File: src/rtl/dma_ar_pkg.sv
package dma_ar_pkg;
  localparam int unsigned BYTE_W = 8;
  localparam int unsigned BASE_W = 2 * BYTE_W;

  typedef enum logic {
    SEL_ADDR = 1'b0,
    SEL_CNT  = 1'b1
  } reg_sel_e;
endpackage

File: src/rtl/dma_ar_decode.sv
module dma_ar_decode #(
  parameter int unsigned SHIFT = 0,
  parameter int unsigned NCH   = 4,
  localparam int unsigned CH_W  = (NCH > 1) ? $clog2(NCH) : 1,
  localparam int unsigned OFF_W = CH_W + 1,
  localparam int unsigned AW    = OFF_W + SHIFT
) (
  input  logic [AW-1:0]       addr_i,
  output logic [CH_W-1:0]     ch_o,
  output dma_ar_pkg::reg_sel_e sel_o
);
  logic [OFF_W-1:0] off;

  assign off   = addr_i[SHIFT +: OFF_W];
  assign ch_o  = off[OFF_W-1:1];
  assign sel_o = dma_ar_pkg::reg_sel_e'(off[0]);
endmodule

File: src/rtl/dma_ar_byte_ptr.sv
module dma_ar_byte_ptr (
  input  logic clk_i,
  input  logic rst_ni,
  input  logic access_i,
  input  logic clr_i,
  output logic hi_o
);
  always_ff @(posedge clk_i or negedge rst_ni) begin
    if (!rst_ni)       hi_o <= 1'b0;
    else if (clr_i)    hi_o <= 1'b0;
    else if (access_i) hi_o <= ~hi_o;
  end


  ptr_clr_chk: assert property (@(posedge clk_i) disable iff (!rst_ni)
    clr_i |=> !hi_o);


  ptr_toggle_chk: assert property (@(posedge clk_i) disable iff (!rst_ni)
    (access_i && !clr_i) |=> (hi_o != $past(hi_o)));
endmodule

File: src/rtl/dma_ar_chan.sv
module dma_ar_chan #(
  parameter int unsigned SHIFT = 0,
  localparam int unsigned BW    = dma_ar_pkg::BASE_W,
  localparam int unsigned VAL_W = BW + SHIFT
) (
  input  logic             clk_i,
  input  logic             rst_ni,
  input  logic             wr_addr_i,
  input  logic             wr_cnt_i,
  input  logic             hi_i,
  input  logic [7:0]       wdata_i,
  input  logic             inc_i,
  input  logic             dec_i,
  output logic [VAL_W-1:0] addr_val_o,
  output logic [VAL_W-1:0] cnt_val_o
);
  logic [BW-1:0]    base_addr_q, base_cnt_q;
  logic [VAL_W-1:0] cur_addr_q, xfer_q;
  logic [BW-1:0]    base_addr_d;
  logic             reinit;

  assign reinit = (wr_addr_i || wr_cnt_i) && hi_i;

  always_comb begin
    base_addr_d = base_addr_q;
    if (wr_addr_i) begin
      if (hi_i) base_addr_d[15:8] = wdata_i;
      else      base_addr_d[7:0]  = wdata_i;
    end
  end

  always_ff @(posedge clk_i or negedge rst_ni) begin
    if (!rst_ni) begin
      base_addr_q <= '0;
      base_cnt_q  <= '0;
    end else begin
      base_addr_q <= base_addr_d;
      if (wr_cnt_i) begin
        if (hi_i) base_cnt_q[15:8] <= wdata_i;
        else      base_cnt_q[7:0]  <= wdata_i;
      end
    end
  end

  // reload wins over a coincident progress pulse
  always_ff @(posedge clk_i or negedge rst_ni) begin
    if (!rst_ni) begin
      cur_addr_q <= '0;
      xfer_q     <= '0;
    end else if (reinit) begin
      cur_addr_q <= VAL_W'(base_addr_d) << SHIFT;
      xfer_q     <= '0;
    end else if (inc_i) begin
      xfer_q     <= xfer_q + VAL_W'(1);
    end
  end

  assign addr_val_o = dec_i ? (cur_addr_q - xfer_q) : (cur_addr_q + xfer_q);
  assign cnt_val_o  = (VAL_W'(base_cnt_q) << SHIFT) - xfer_q;


  reload_addr_chk: assert property (@(posedge clk_i) disable iff (!rst_ni)
    (wr_addr_i && hi_i) |=> (addr_val_o == (VAL_W'(base_addr_q) << SHIFT)));


  reload_cnt_chk: assert property (@(posedge clk_i) disable iff (!rst_ni)
    (wr_cnt_i && hi_i) |=> (cnt_val_o == (VAL_W'(base_cnt_q) << SHIFT)));


  low_no_reload_chk: assert property (@(posedge clk_i) disable iff (!rst_ni)
    ((wr_addr_i || wr_cnt_i) && !hi_i && !inc_i) |=> ($stable(addr_val_o) || $changed(dec_i)));


  progress_chk: assert property (@(posedge clk_i) disable iff (!rst_ni)
    (inc_i && !wr_addr_i && !wr_cnt_i) |=> (cnt_val_o == $past(cnt_val_o) - VAL_W'(1)));
endmodule

File: src/rtl/dma_ar_rd_mux.sv
module dma_ar_rd_mux #(
  parameter int unsigned SHIFT = 0,
  parameter int unsigned NCH   = 4,
  localparam int unsigned CH_W  = (NCH > 1) ? $clog2(NCH) : 1,
  localparam int unsigned VAL_W = dma_ar_pkg::BASE_W + SHIFT
) (
  input  logic                  clk_i,
  input  logic                  rst_ni,
  input  logic                  rd_i,
  input  logic [CH_W-1:0]       ch_i,
  input  dma_ar_pkg::reg_sel_e  sel_i,
  input  logic                  hi_i,
  input  logic [VAL_W-1:0]      addr_vals_i [NCH],
  input  logic [VAL_W-1:0]      cnt_vals_i  [NCH],
  output logic [7:0]            rdata_o
);
  logic [VAL_W-1:0] val;
  logic [7:0]       byte_sel;

  always_comb begin
    val = '0;
    for (int c = 0; c < NCH; c++) begin
      if (ch_i == CH_W'(c))
        val = (sel_i == dma_ar_pkg::SEL_CNT) ? cnt_vals_i[c] : addr_vals_i[c];
    end
  end

  assign byte_sel = hi_i ? val[SHIFT+8 +: 8] : val[SHIFT +: 8];

  always_ff @(posedge clk_i or negedge rst_ni) begin
    if (!rst_ni)   rdata_o <= '0;
    else if (rd_i) rdata_o <= byte_sel;
  end


  rd_hold_chk: assert property (@(posedge clk_i) disable iff (!rst_ni)
    !rd_i |=> $stable(rdata_o));
endmodule

File: src/rtl/dma_chan_regs.sv
module dma_chan_regs #(
  parameter int unsigned SHIFT = 0,
  parameter int unsigned NCH   = 4,
  localparam int unsigned CH_W  = (NCH > 1) ? $clog2(NCH) : 1,
  localparam int unsigned AW    = CH_W + 1 + SHIFT,
  localparam int unsigned VAL_W = dma_ar_pkg::BASE_W + SHIFT
) (
  input  logic           clk_i,
  input  logic           rst_ni,
  input  logic [AW-1:0]  addr_i,
  input  logic           wr_i,
  input  logic           rd_i,
  input  logic [7:0]     wdata_i,
  output logic [7:0]     rdata_o,
  input  logic           ptr_clr_i,
  input  logic [NCH-1:0] dec_mode_i,
  input  logic [NCH-1:0] xfer_inc_i
);
  logic [CH_W-1:0]      ch;
  dma_ar_pkg::reg_sel_e sel;
  logic                 hi;
  logic [VAL_W-1:0]     addr_vals [NCH];
  logic [VAL_W-1:0]     cnt_vals  [NCH];

  dma_ar_decode #(.SHIFT(SHIFT), .NCH(NCH)) i_decode (
    .addr_i (addr_i),
    .ch_o   (ch),
    .sel_o  (sel)
  );

  dma_ar_byte_ptr i_byte_ptr (
    .clk_i    (clk_i),
    .rst_ni   (rst_ni),
    .access_i (wr_i | rd_i),
    .clr_i    (ptr_clr_i),
    .hi_o     (hi)
  );

  for (genvar c = 0; c < NCH; c++) begin : g_chan
    logic hit;
    assign hit = wr_i && (ch == CH_W'(c));

    dma_ar_chan #(.SHIFT(SHIFT)) i_chan (
      .clk_i      (clk_i),
      .rst_ni     (rst_ni),
      .wr_addr_i  (hit && (sel == dma_ar_pkg::SEL_ADDR)),
      .wr_cnt_i   (hit && (sel == dma_ar_pkg::SEL_CNT)),
      .hi_i       (hi),
      .wdata_i    (wdata_i),
      .inc_i      (xfer_inc_i[c]),
      .dec_i      (dec_mode_i[c]),
      .addr_val_o (addr_vals[c]),
      .cnt_val_o  (cnt_vals[c])
    );
  end

  dma_ar_rd_mux #(.SHIFT(SHIFT), .NCH(NCH)) i_rd_mux (
    .clk_i       (clk_i),
    .rst_ni      (rst_ni),
    .rd_i        (rd_i),
    .ch_i        (ch),
    .sel_i       (sel),
    .hi_i        (hi),
    .addr_vals_i (addr_vals),
    .cnt_vals_i  (cnt_vals),
    .rdata_o     (rdata_o)
  );


  one_access_chk: assert property (@(posedge clk_i) disable iff (!rst_ni)
    !(wr_i && rd_i));
endmodule

File: config.mk
export PLATFORM = sky130hd
export DESIGN_NAME = dma_chan_regs
export DESIGN_NICKNAME = d
export VERILOG_FILES = /design/src/rtl/dma_ar_pkg.sv /design/src/rtl/dma_ar_decode.sv /design/src/rtl/dma_ar_byte_ptr.sv /design/src/rtl/dma_ar_chan.sv /design/src/rtl/dma_ar_rd_mux.sv /design/src/rtl/dma_chan_regs.sv
export SDC_FILE = /design/constraint.sdc
export NUM_CORES = 1
export LEC_CHECK = 0
export BUFFER_PORTS_ARGS = -buffer_cell sky130_fd_sc_hd__buf_2
export CORE_ASPECT_RATIO = 1.4
export CORE_UTILIZATION = 51
export CTS_CLUSTER_SIZE = 25
export DETAILED_ROUTE_END_ITERATION = 7
export GPL_ROUTABILITY_DRIVEN = 0
export PLACE_DENSITY_LB_ADDON = 0.2
export SLEW_MARGIN = 15
export SYNTH_ARGS = -nofsm -noshare
export SYNTH_HDL_FRONTEND = slang
export SYNTH_SLANG_ARGS = --single-unit
File: constraint.sdc
create_clock -name clk_i -period 3.3 [get_ports clk_i]
set_input_delay 0.495 -clock clk_i [delete_from_list [all_inputs] [get_ports clk_i]]
set_output_delay 0.495 -clock clk_i [all_outputs]
set_load 0.01 [all_outputs]
Yosys cells after proc, flatten, opt, wreduce, memory -nomap -nowiden
Index checks and enable logic that the tools add are counted.

storage, ports and cells
  bits in registers = 265
  output and inout bits = 8
  word-level logic and storage cells = 113

cells by class
  add/sub/neg operators = 16
  eq/ne operators = 3
  mux-type cells = 35
  bitwise gates (word level) = 3
  reduce and logical (&&, ||, !) cells = 34

operators with widths
  operator                                                          count
  16-bit two-way mux                                                24
  16-bit subtractor                                                 8
  8-bit two-way mux                                                 9
  16-bit by 1-bit adder with 16-bit output (second input constant)  4
  16-bit adder                                                      4
  1-bit logical AND                                                 16
  2-bit AND reduction                                               8
  2-bit nonzero test                                                5
  2-bit == test (second input constant)                             2
  1-bit logical OR                                                  4
  2-bit by 1-bit == test with 1-bit output (second input constant)  1
  2-bit zero test                                                   1
  1-bit two-way mux                                                 2
  1-bit inverter                                                    2
  1-bit bitwise OR                                                  1

Longest topological paths before layout
Gate-level depths: netlist of the first run.

  depth after elaboration = 8
  mapped depth = 16
  gate-level depth less buffers = 16

Cells and area by module
From an unflattened synthesis of the first run, not the netlist that was laid out.

unflattened totals
  cell total of the unflattened synthesis = 1869
  area total of the unflattened synthesis = 18836.8 um^2

modules (own cells, without submodules)
  module                               instances  cells each  area each (um^2)
  dma_ar_chan at g_chan[1].i_chan ...  2          434         4311.6
  dma_ar_chan at g_chan[3].i_chan      1          448         4431.8
  dma_ar_chan at g_chan[0].i_chan      1          426         4285.4
  dma_ar_rd_mux                        1          112         1333.8
  dma_chan_regs                        1          9           102.6
  dma_ar_byte_ptr                      1          3           37.5
  dma_ar_decode                        1          3           22.5

Worst setup path after synthesis of the first run
OpenSTA, ideal clock, no wires.

  path type = in2reg
  start = in dec_mode_i[1]
  end = reg i_rd_mux.rdata_o[7]
  setup time = 148 ps
  arrival time = 3064 ps
  path slack = 87 ps
  stages on the path = 12
  path buffers = 1
  path through = clkbuf_1 -> mux2i_1 -> ha_1 -> nor2b_2 -> o31a_4 -> o31ai_4 -> o31ai_2 -> a31o_4 -> nor4_2 -> nor3_1 -> a2111oi_1 -> a41oi_1

on the way
  cells in the longest elaborated chain, start to end = 6

ends and longest elaborated chain
  item                             line                 text
  from (decl)                      dma_chan_regs.sv:16  input logic [NCH-1:0] dec_mode_i,
  16-bit two-way mux               dma_ar_chan.sv:58    assign addr_val_o = dec_i ? (cur_addr_q - xfer_q) : (cur_addr_q + xfer_q);
  16-bit two-way mux               dma_ar_rd_mux.sv:24  val = (sel_i == dma_ar_pkg::SEL_CNT) ? cnt_vals_i[c] : addr_vals_i[c];
  16-bit two-way mux (3 in a row)  dma_ar_rd_mux.sv:23  if (ch_i == CH_W'(c))
  8-bit two-way mux                dma_ar_rd_mux.sv:28  assign byte_sel = hi_i ? val[SHIFT+8 +: 8] : val[SHIFT +: 8];
  to (signal assigned)             dma_ar_rd_mux.sv:32  else if (rd_i) rdata_o <= byte_sel;
  to (decl)                        dma_ar_rd_mux.sv:15  output logic [7:0] rdata_o

Every way passes these cells.
A chain may end at the register's enable or synchronous reset.

Worst setup path after layout of the first run
  start = reg g_chan[0].i_chan.xfer_q[0]
  end = reg i_rd_mux.rdata_o[4]

on the way
  cells in the longest elaborated chain, start to end = 8

ends and longest elaborated chain
  item                                               line                 text
  from (decl)                                        dma_ar_chan.sv:18    logic [VAL_W-1:0] cur_addr_q, xfer_q;
  from (signal assigned)                             dma_ar_chan.sv:54    xfer_q <= xfer_q + VAL_W'(1);
  16-bit adder or 16-bit subtractor (tied branches)  dma_ar_chan.sv:58
  16-bit two-way mux                                 dma_ar_chan.sv:58
  16-bit two-way mux *                               dma_ar_rd_mux.sv:24
  16-bit two-way mux * (4 in a row)                  dma_ar_rd_mux.sv:23
  8-bit two-way mux *                                dma_ar_rd_mux.sv:28

Mark *: on every way between the ends. The rest lies on a longest branch, timed or not.

==> results of run 1 <==
-- state kept, by name (all words and copies together) (netlist names) --
signal,cells
g_chan.i_chan.base_addr_q,64
g_chan.i_chan.base_cnt_q,64
g_chan.i_chan.cur_addr_q,64
g_chan.i_chan.xfer_q,64
i_byte_ptr.hi_o,1
i_rd_mux.rdata_o,8
-- worst max path at each step --
stage                                     from                  end  depth (start not counted)
floorplan                        dec_mode_i[1]  i_rd_mux.rdata_o[7]                         12
detailed placement  g_chan[0].i_chan.xfer_q[0]  i_rd_mux.rdata_o[4]                         15
global placement    g_chan[0].i_chan.xfer_q[0]  i_rd_mux.rdata_o[4]                         15
finish              g_chan[0].i_chan.xfer_q[0]  i_rd_mux.rdata_o[4]                         15
CTS                 g_chan[1].i_chan.xfer_q[0]  i_rd_mux.rdata_o[7]                         14
global route        g_chan[0].i_chan.xfer_q[0]  i_rd_mux.rdata_o[4]                         15
-- timing repair --
action / in CTS / in global routing
pin swaps: 6 / 41
endpoints found under the hold margin: 71 / 0
gates resized for setup: 19 / 84
setup buffers: 1 / 15
endpoints found under the setup margin: 6 / 8
hold buffers: 1 / 0
gates cloned: 0 / 0
-- area by class of cell --
type                       instances  area share
inverter                          90      0.0158
tap                              456      0.0267
timing repair buffer             195      0.0681
sequential                       265       0.310
clock inverter                    13     0.00953
clock buffer                      39      0.0380
multi-input combinational       1472       0.532
-- cells in the final DEF (no fill, tap or decap), drive strengths merged, types with 24 or more instances in the layout --
| cell type | instances |
|---|---|
| nand3 | 37 |
| clkbuf | 39 |
| and3 | 24 |
| xor2 | 39 |
| buf | 194 |
| o21ai | 72 |
| nand2 | 176 |
| dfrtp | 265 |
| a21oi | 90 |
| a21o | 30 |
| mux2 | 157 |
| inv | 91 |
| o21a | 26 |
| a31oi | 37 |
| nor3 | 47 |
| nor2 | 168 |
| ha | 128 |
| xnor2 | 164 |
-- synth_stat cells, types with 4 or more instances --
master	number	area, sq um
dfrtp_1	265	6630
nand2_1	176	661
nor2_1	167	627
xnor2_1	163	1430
mux2_2	157	1770
ha_1	128	1600
a21oi_1	89	445
inv_1	89	334
o21ai_0	61	305
nor3_1	42	210
xor2_1	39	342
clkbuf_1	37	139
nand3_1	37	185
a31oi_1	36	225
a21o_1	29	218
o21a_1	26	195
and3_1	24	150
nor2b_1	22	138
nand2b_1	20	125
nand4_1	19	119
or3_1	19	119
a211oi_1	17	128
o22ai_1	15	93.8
a41oi_1	14	123
mux2i_1	13	130
o21ai_1	11	55.1
buf_1	10	37.5
nor4_1	9	56.3
o211ai_1	9	67.6
fa_1	8	160
mux4_2	8	180
o21bai_1	8	60.1
and2_1	7	43.8
buf_2	6	30.0
o31a_1	6	52.6
o221ai_1	5	43.8
o31ai_1	5	37.5
nand3b_1	4	30.0
o2111ai_1	4	35.0
-- metrics by stage --
stage | setup slack (ns) | utilization
6_report | 0.00960 | 0.612
5_1_grt | -0.119 | 0.612
4_1_cts | 0.00407 | 0.598
3_5_place_dp | -0.247 | 0.566
3_3_place_gp | -0.180 | 0.566
2_1_floorplan | 0.0875 | -
-- per-layer routing --
| layer | routed length [microns] | vias up |
|---|---|---|
| met4 | 2450 | 2 |
| li1 | - | 7053 |
| met1 | 21800 | 7215 |
| met5 | 13 | - |
| met2 | 24300 | 365 |
| met3 | 2350 | 128 |
-- logic make-up after synthesis --
kind of cell | after synthesis | share of synthesized area
xor gates and xnor gates | 203 | 0.0986
adders and majority gates | 136 | 0.0973
and+or+nand+nor | 570 | 0.148
buffers and inverters | 145 | 0.0310
muxes | 178 | 0.115
DFF | 265 | 0.366
AOI/OAI and AO/OA | 385 | 0.144
-- worst register-to-register path: cells and delay by family (launching register included) --
family                     cells  cell delay [ns]
adders and majority gates      1             0.31
xor gates and xnor gates       2             0.30
buffers and inverters          2             0.28
DFF                            1             0.40
AOI/OAI and AO/OA              5             0.71
and+or+nand+nor                5             1.23
-- power breakdown --
group / internal, mW / total [mW] / switching [mW] / leakage [nW]
Sequential: 4.22 / 4.92 / 0.697 / 3.35
Combinational: 6.03 / 13.0 / 6.95 / 5.77
Clock: 2.12 / 3.49 / 1.37 / 0.499
Total: 12.4 / 21.4 / 9.02 / 9.62
==> out/results.ini, run 1 <==
[setup_path]
r2r_slack_ns=0.01
crit_top_cell=a41oi_2
reg2reg_depth=15
path_delay_family=simple AND/OR/NAND/NOR gates
reg2reg_to=i_rd_mux.rdata_o[4]
path_cells=buf_6 -> nor3_4 -> nor3b_2 -> buf_4 -> a41oi_2 -> xnor2_1 -> ha_1 -> and3_4 -> o21a_1 -> a41oi_2 -> nor2b_4 -> xnor2_2 -> o22ai_1 -> or4_1 -> o21ai_1
required_ns=3.80
critical_path_peak_fanout=3
max_stage_delay_ns=0.42
r2r_start=g_chan[0].i_chan.xfer_q[0]
critPathCaptureType=flip-flop
start_kind=flip-flop
slowest_stage=or4_1
worst-path-buf-inv=2
crit_type=flip-flop to flip-flop
arrival_ns=3.79

[sta]
finalHoldViolations=0
worst_pin_slew_ns=0.784
whs_ns=0.0637
fin_crit_sh=0.997
setup_viol=0
fin_crit_ns=3.29
skew_ns=0.0125
grt_setup_unrepaired=true
timing.slew.headroom=0.473
max_clock_freq_ghz=0.304
slew_violations=0
setup-tns-final_ns=0

[cells_and_area]
area_growth_syn_to_layout_pct=18.1
postLayoutCellArea_sq_um=21400
multi_input_area_sq_um=11400
num-nets-final=2213
register_area_sq_um=6630
fillers=2976
final_cells=2530
drive_above_1_share=0.253
diodes=0

[place]
place_hpwl_mm=36.7
port_buffers=31
place_area_sq_um=19800
post-place-cells=2461

[global_routing]
met3_usage=0.0385
overflow=0
top_usage_layer=met2
use_met2=0.471
grt_antenna_before_repair=1
grt.met1_usage=0.364
grt_pass1_wl_mm=80.1
grt_usage=0.284
grt_pass1_vias=14930
grt_max_degree=76

[route]
drt-total-wl_mm=50.9
viasPerCell=5.84
drtIter0Drc=873
ant_nets=0
drc=0
vias=14763
drt_pass1_iterations=7
wl_per_cell_microns=20.1

[clocking]
cts_max_path_buffers=3
ctsRootBufferMaster=clkbuf_16
cts_sinks=265
cts_buffers=29
clkSlewWorstSetupHoldPaths_ns=0.07
clk_latency_ns=0.57
htreeDepth=1
cts_tree=built

[synth]
synth-seq-cells=265
ys_warn_count=0
synth_edf_count=0
yosysUniqueCellTypes=87
synth-async-reset-ratio=1.00
synth_seq_area_share=0.366
ys.flop_type=dfrtp_1
syn-instance-count=1882
avgSynthCellArea_sq_um=9.62
netlist_area_sq_um=18100
synthesis.nets=2042

[floorplan]
core_area_sq_um=35000
initial_utilization=0.518
design.die.area_sq_um=36300
die_x_microns=161
fp.dieH_microns=225
ios=32
row_count=81

[power]
irDropWorstVdd_mv=0.445
power_density_nw_per_um2=1000
power.total_mw=21.4
p_leak_nw=9.62

[min_path]
hold_depth=2
hold_path.class=input pin to flip-flop
hp-start=ptr_clr_i
holdPathEnd=i_byte_ptr.hi_o

[outcome]
status=completed

[job]
max-cap-violations=0

(Power assumes the default switching activity.)
==> run 2, diff against run 1 <==
==> constraint.sdc (replaced) <==
create_clock -name clk_i -period 4.2 [get_ports clk_i]
set_input_delay 0.63 -clock clk_i [delete_from_list [all_inputs] [get_ports clk_i]]
set_output_delay 0.63 -clock clk_i [all_outputs]
set_load 0.01 [all_outputs]
==> run 2 against run 1 <==
Compared with the run above:
- global-route usage fell by 0.65 points
- sequential power fell by 19%
- hold slack improved by 0.064 ns
- sequential share of layout area rose by 2.6 points
- clock power fell by 30%
- fmax fell by 11%
- cell area fell by 7.8%
- clock-buffer cell count fell by 6
- sequential cell count did not move
- wire length fell by 3.8%
- via count fell by 3.9%
- largest power group unchanged
- utilization fell by 4.8 points
==> out/results.ini, run 2 (synthesis gave the netlist of run 1 again) <==
[outcome]
status=completed

[clocking]
clk_latency_ns=0.56
cts_sinks=265
postCtsSetupRepairBufs=0
cts_buffers=26
cts_max_path_buffers=3
cts_hold_buffers=0
ctsRootBufferMaster=clkbuf_16
clkSlewWorstSetupHoldPaths_ns=0.07
cts_tree=built
htreeDepth=1
cts_resized=0

[setup_path]
start_kind=flip-flop
arrival_ns=4.20
critPathCaptureType=flip-flop
required_ns=4.69
critical_path_peak_fanout=6
r2r_slack_ns=0.49
crit_type=flip-flop to flip-flop

[route]
vias=14192
wl_per_cell_microns=20.5
drt-total-wl_mm=48.9
drc=0
ant_nets=0
drt_pass1_iterations=7
viasPerCell=5.95
drtIter0Drc=1029

[sta]
finalHoldViolations=0
slew_violations=0
fin_crit_ns=3.71
max_clock_freq_ghz=0.270
grt_setup_unrepaired=false
setup-tns-final_ns=0
timing.slew.headroom=0.317
fin_crit_sh=0.883
setup_viol=0
skew_ns=0.0106
whs_ns=0.128
worst_pin_slew_ns=1.01

[cells_and_area]
final_common_cell=dfrtp_1
diodes=0
area_growth_syn_to_layout_pct=8.95
mostFrequentLayoutCells=dfrtp_1, nand2_1, nor2_1
final_cells=2384
num-nets-final=2070
drive_above_1_share=0.156
final_util=0.564

[global_routing]
grt_pass1_vias=14029
grt_usage=0.277
grt_pass1_wl_mm=78.1
grt_max_degree=101
grt_antenna_before_repair=2
overflow=0

[floorplan]
row_count=81
ios=32
initial_utilization=0.518
core_area_sq_um=35000
fp.dieH_microns=225
die_x_microns=161
design.die.area_sq_um=36300

[place]
place_hpwl_mm=35.7
post-place-cells=2338
port_buffers=31

[power]
power_density_nw_per_um2=760
p_leak_nw=8.78
irDropWorstVdd_mv=0.381
power.total_mw=15.0

[min_path]
hold_path.class=input pin to asynchronous set/reset pin

[job]
max-cap-violations=0

==> run 2: critical path, cell delays in order (launching register included) <==
cell and delay [ns]:
dfrtp_1 0.45, nor2_1 0.24, nand3_1 0.13, nor3b_1 0.47, a41oi_1 0.20, xnor2_1 0.16, ha_1 0.33, and3_1 0.23
o21a_1 0.11, a41oi_1 0.24, nor2b_1 0.21, xnor2_1 0.19, o22ai_1 0.11, or4_1 0.43, o21ai_1 0.16
==> run 2: layout make-up <==
cell class                 instances  area [sq um]
multi-input combinational       1472         10900
timing repair buffer              55           370
inverter                          90           338
tap                              456           571
fill                            3086         15200
sequential                       265          6630
clock buffer                      33           728
clock inverter                    13           160
==> run 2: where the power goes <==
part / internal (mW) / switching [mW]
registers: 3.31 / 0.678
clock network: 1.41 / 1.05
logic: 3.70 / 4.85
total: 8.43 / 6.57
==> run 2: through the flow <==
step                instance area, sq um  setup WS, ns
finish                             19700         0.491
global route                       19700         0.128
CTS                                19700         0.507
detailed placement                 18800         0.535
global placement                   18800         0.603
floorplan                          18100         0.852
==> run 2: per-layer routing <==
layer / wire length (microns) / track usage / up-vias
li1: - / - / 6774
met1: 21100 / 0.365 / 6878
met2: 23400 / 0.466 / 408
met3: 2340 / 0.0302 / 130
met4: 2040 / 0.110 / 2
met5: 11 / 0 / -
==> run 2: worst paths after layout <==
check,to,cells past startpoint,start
worst max-delay path,i_rd_mux.rdata_o[4],14,g_chan[0].i_chan.xfer_q[3]
worst min-delay path,g_chan[3].i_chan.cur_addr_q[3],1,rst_ni
worst max register to register,i_rd_mux.rdata_o[4],14,g_chan[0].i_chan.xfer_q[3]
worst min register to register,g_chan[2].i_chan.base_addr_q[4],1,g_chan[2].i_chan.base_addr_q[4]
max in group asynchronous,g_chan[2].i_chan.base_cnt_q[11],2,rst_ni
min in group clk_i,i_byte_ptr.hi_o,2,ptr_clr_i
==> run 3, diff against run 2 <==
--- a/config.mk
+++ b/config.mk
@@ -6,12 +6,12 @@
 export NUM_CORES = 1
 export LEC_CHECK = 0
 export BUFFER_PORTS_ARGS = -buffer_cell sky130_fd_sc_hd__buf_2
-export CORE_ASPECT_RATIO = 1.4
+export CORE_ASPECT_RATIO = 1.1
 export CORE_UTILIZATION = 51
 export CTS_CLUSTER_SIZE = 25
 export DETAILED_ROUTE_END_ITERATION = 7
 export GPL_ROUTABILITY_DRIVEN = 0
-export PLACE_DENSITY_LB_ADDON = 0.2
+export PLACE_DENSITY_LB_ADDON = 0.25
 export SLEW_MARGIN = 15
 export SYNTH_ARGS = -nofsm -noshare
 export SYNTH_HDL_FRONTEND = slang
==> run 3 against run 2 <==
Compared with the run above:
- critical endpoint is now i_rd_mux.rdata_o[1]
- global-route usage is 0.53 points lower
- sequential power about the same
- cell count fell by 0.59%
- highest routed layer is now met4
- clock power is 4% higher
==> out/results.ini, run 3 (synthesis gave the netlist of run 1 again) <==
[setup_path]
crit_start=g_chan[3].i_chan.xfer_q[1]
critPathCaptureType=flip-flop
critical_path_peak_fanout=6
required_ns=4.70
critPathCapture=i_rd_mux.rdata_o[1]
r2r_start=g_chan[3].i_chan.xfer_q[1]
r2r_slack_ns=0.54
arrival_ns=4.15
crit_type=flip-flop to flip-flop
slowest_stage=a211oi_1
path_cells=inv_1 -> ha_1 -> nand3_1 -> nor4_1 -> nor2_1 -> xnor2_1 -> ha_1 -> and3_1 -> a21oi_1 -> nand2_1 -> nor2_1 -> xnor2_1 -> o221ai_1 -> a211oi_1 -> a31o_2
reg2reg_depth=15
start_kind=flip-flop
reg2reg_to=i_rd_mux.rdata_o[1]
max_stage_delay_ns=0.52

[floorplan]
fp.dieH_microns=200
die_x_microns=182
ios=32
core_area_sq_um=35000
initial_utilization=0.517
design.die.area_sq_um=36300
row_count=72

[global_routing]
overflow=0
grt_max_degree=115
grt_pass1_vias=13866
grt_usage=0.272
grt_pass1_wl_mm=76.8
grt_antenna_before_repair=0

[clocking]
cts_hold_buffers=0
cts_sinks=265
cts_tree=built
ctsRootBufferMaster=clkbuf_16
clkSlewWorstSetupHoldPaths_ns=0.06
cts_buffers=27
clk_latency_ns=0.56
cts_max_path_buffers=3
htreeDepth=1

[power]
irDropWorstVdd_mv=0.337
p_leak_nw=8.78
power.total_mw=15.1
power_density_nw_per_um2=764

[place]
place_area_sq_um=18800
post-place-cells=2324
port_buffers=31
place_hpwl_mm=35.3

[sta]
worst_pin_slew_ns=1.16
setup-tns-final_ns=0
max_clock_freq_ghz=0.273
skew_ns=0.0146
timing.slew.headroom=0.223
grt_setup_unrepaired=false
fin_crit_sh=0.871
fin_crit_ns=3.66
slew_violations=0
finalHoldViolations=0
setup_viol=0

[cells_and_area]
drive_above_1_share=0.155
final_util=0.563
final_common_cell=dfrtp_1
mostFrequentLayoutCells=dfrtp_1, nand2_1, nor2_1
postLayoutCellArea_sq_um=19700
num-nets-final=2069
final_cells=2370
fillers=3056
diodes=0
area_growth_syn_to_layout_pct=8.97

[route]
drc=0
drt-total-wl_mm=48.6
drt_pass1_iterations=8
drtIter0Drc=1113
wl_per_cell_microns=20.5
vias=14250
viasPerCell=6.01
ant_nets=0

[job]
max-cap-violations=0

[min_path]
hold_path.class=input pin to asynchronous set/reset pin

[outcome]
status=completed

## run 3: layout make-up
type	instances	area (sq um)	area share
multi-input combinational	1472	10900	0.554
inverter	90	338	0.0171
clock inverter	13	199	0.0101
clock buffer	33	718	0.0364
timing repair buffer	53	355	0.0180
tap	444	556	0.0282
sequential	265	6630	0.336
## run 3: critical path: cells and delay by family, from the launching register on
family                   cells  cell delay [ns]
AND/OR/NAND/NOR              6             0.90
AO/OA/AOI/OAI                4             1.13
flip-flops                   1             0.44
buffers and inverters        1             0.18
adder cells (fa/ha/maj)      2             0.59
XOR/XNOR                     2             0.34
## run 3: timing repair
action / 4_1_cts / 5_1_grt
gates resized for setup: 0 / 1
setup endpoints to repair: 0 / 1
buffers inserted: 0 / 0
## run 3: worst min path at each step
stage,end
floorplan,g_chan[0].i_chan.base_addr_q[0]
global placement,g_chan[1].i_chan.base_addr_q[3]
detailed placement,g_chan[0].i_chan.base_addr_q[3]
CTS,g_chan[3].i_chan.base_addr_q[9]
global route,g_chan[3].i_chan.base_addr_q[14]
finish,g_chan[3].i_chan.xfer_q[3]
## run 3: report_power, final
group          switching [mW]  internal [mW]
clock                    1.05           1.52
sequential              0.682           3.31
combinational            4.82           3.70
total                    6.55           8.52
## run 3: metal layers
layer	part of all wire	GRT usage
met5	0	0
met2	0.46	0.450
met4	0.037	0.100
met1	0.45	0.364
met3	0.055	0.0379
## run 3: stage by stage
stage	worst slack, ns	hold slack [ns]
final	0.543	0.162
after global placement	0.614	0.474
after global routing	0.174	0.227
after detailed placement	0.495	0.481
after floorplan	0.852	0.334
after CTS	0.448	0.183
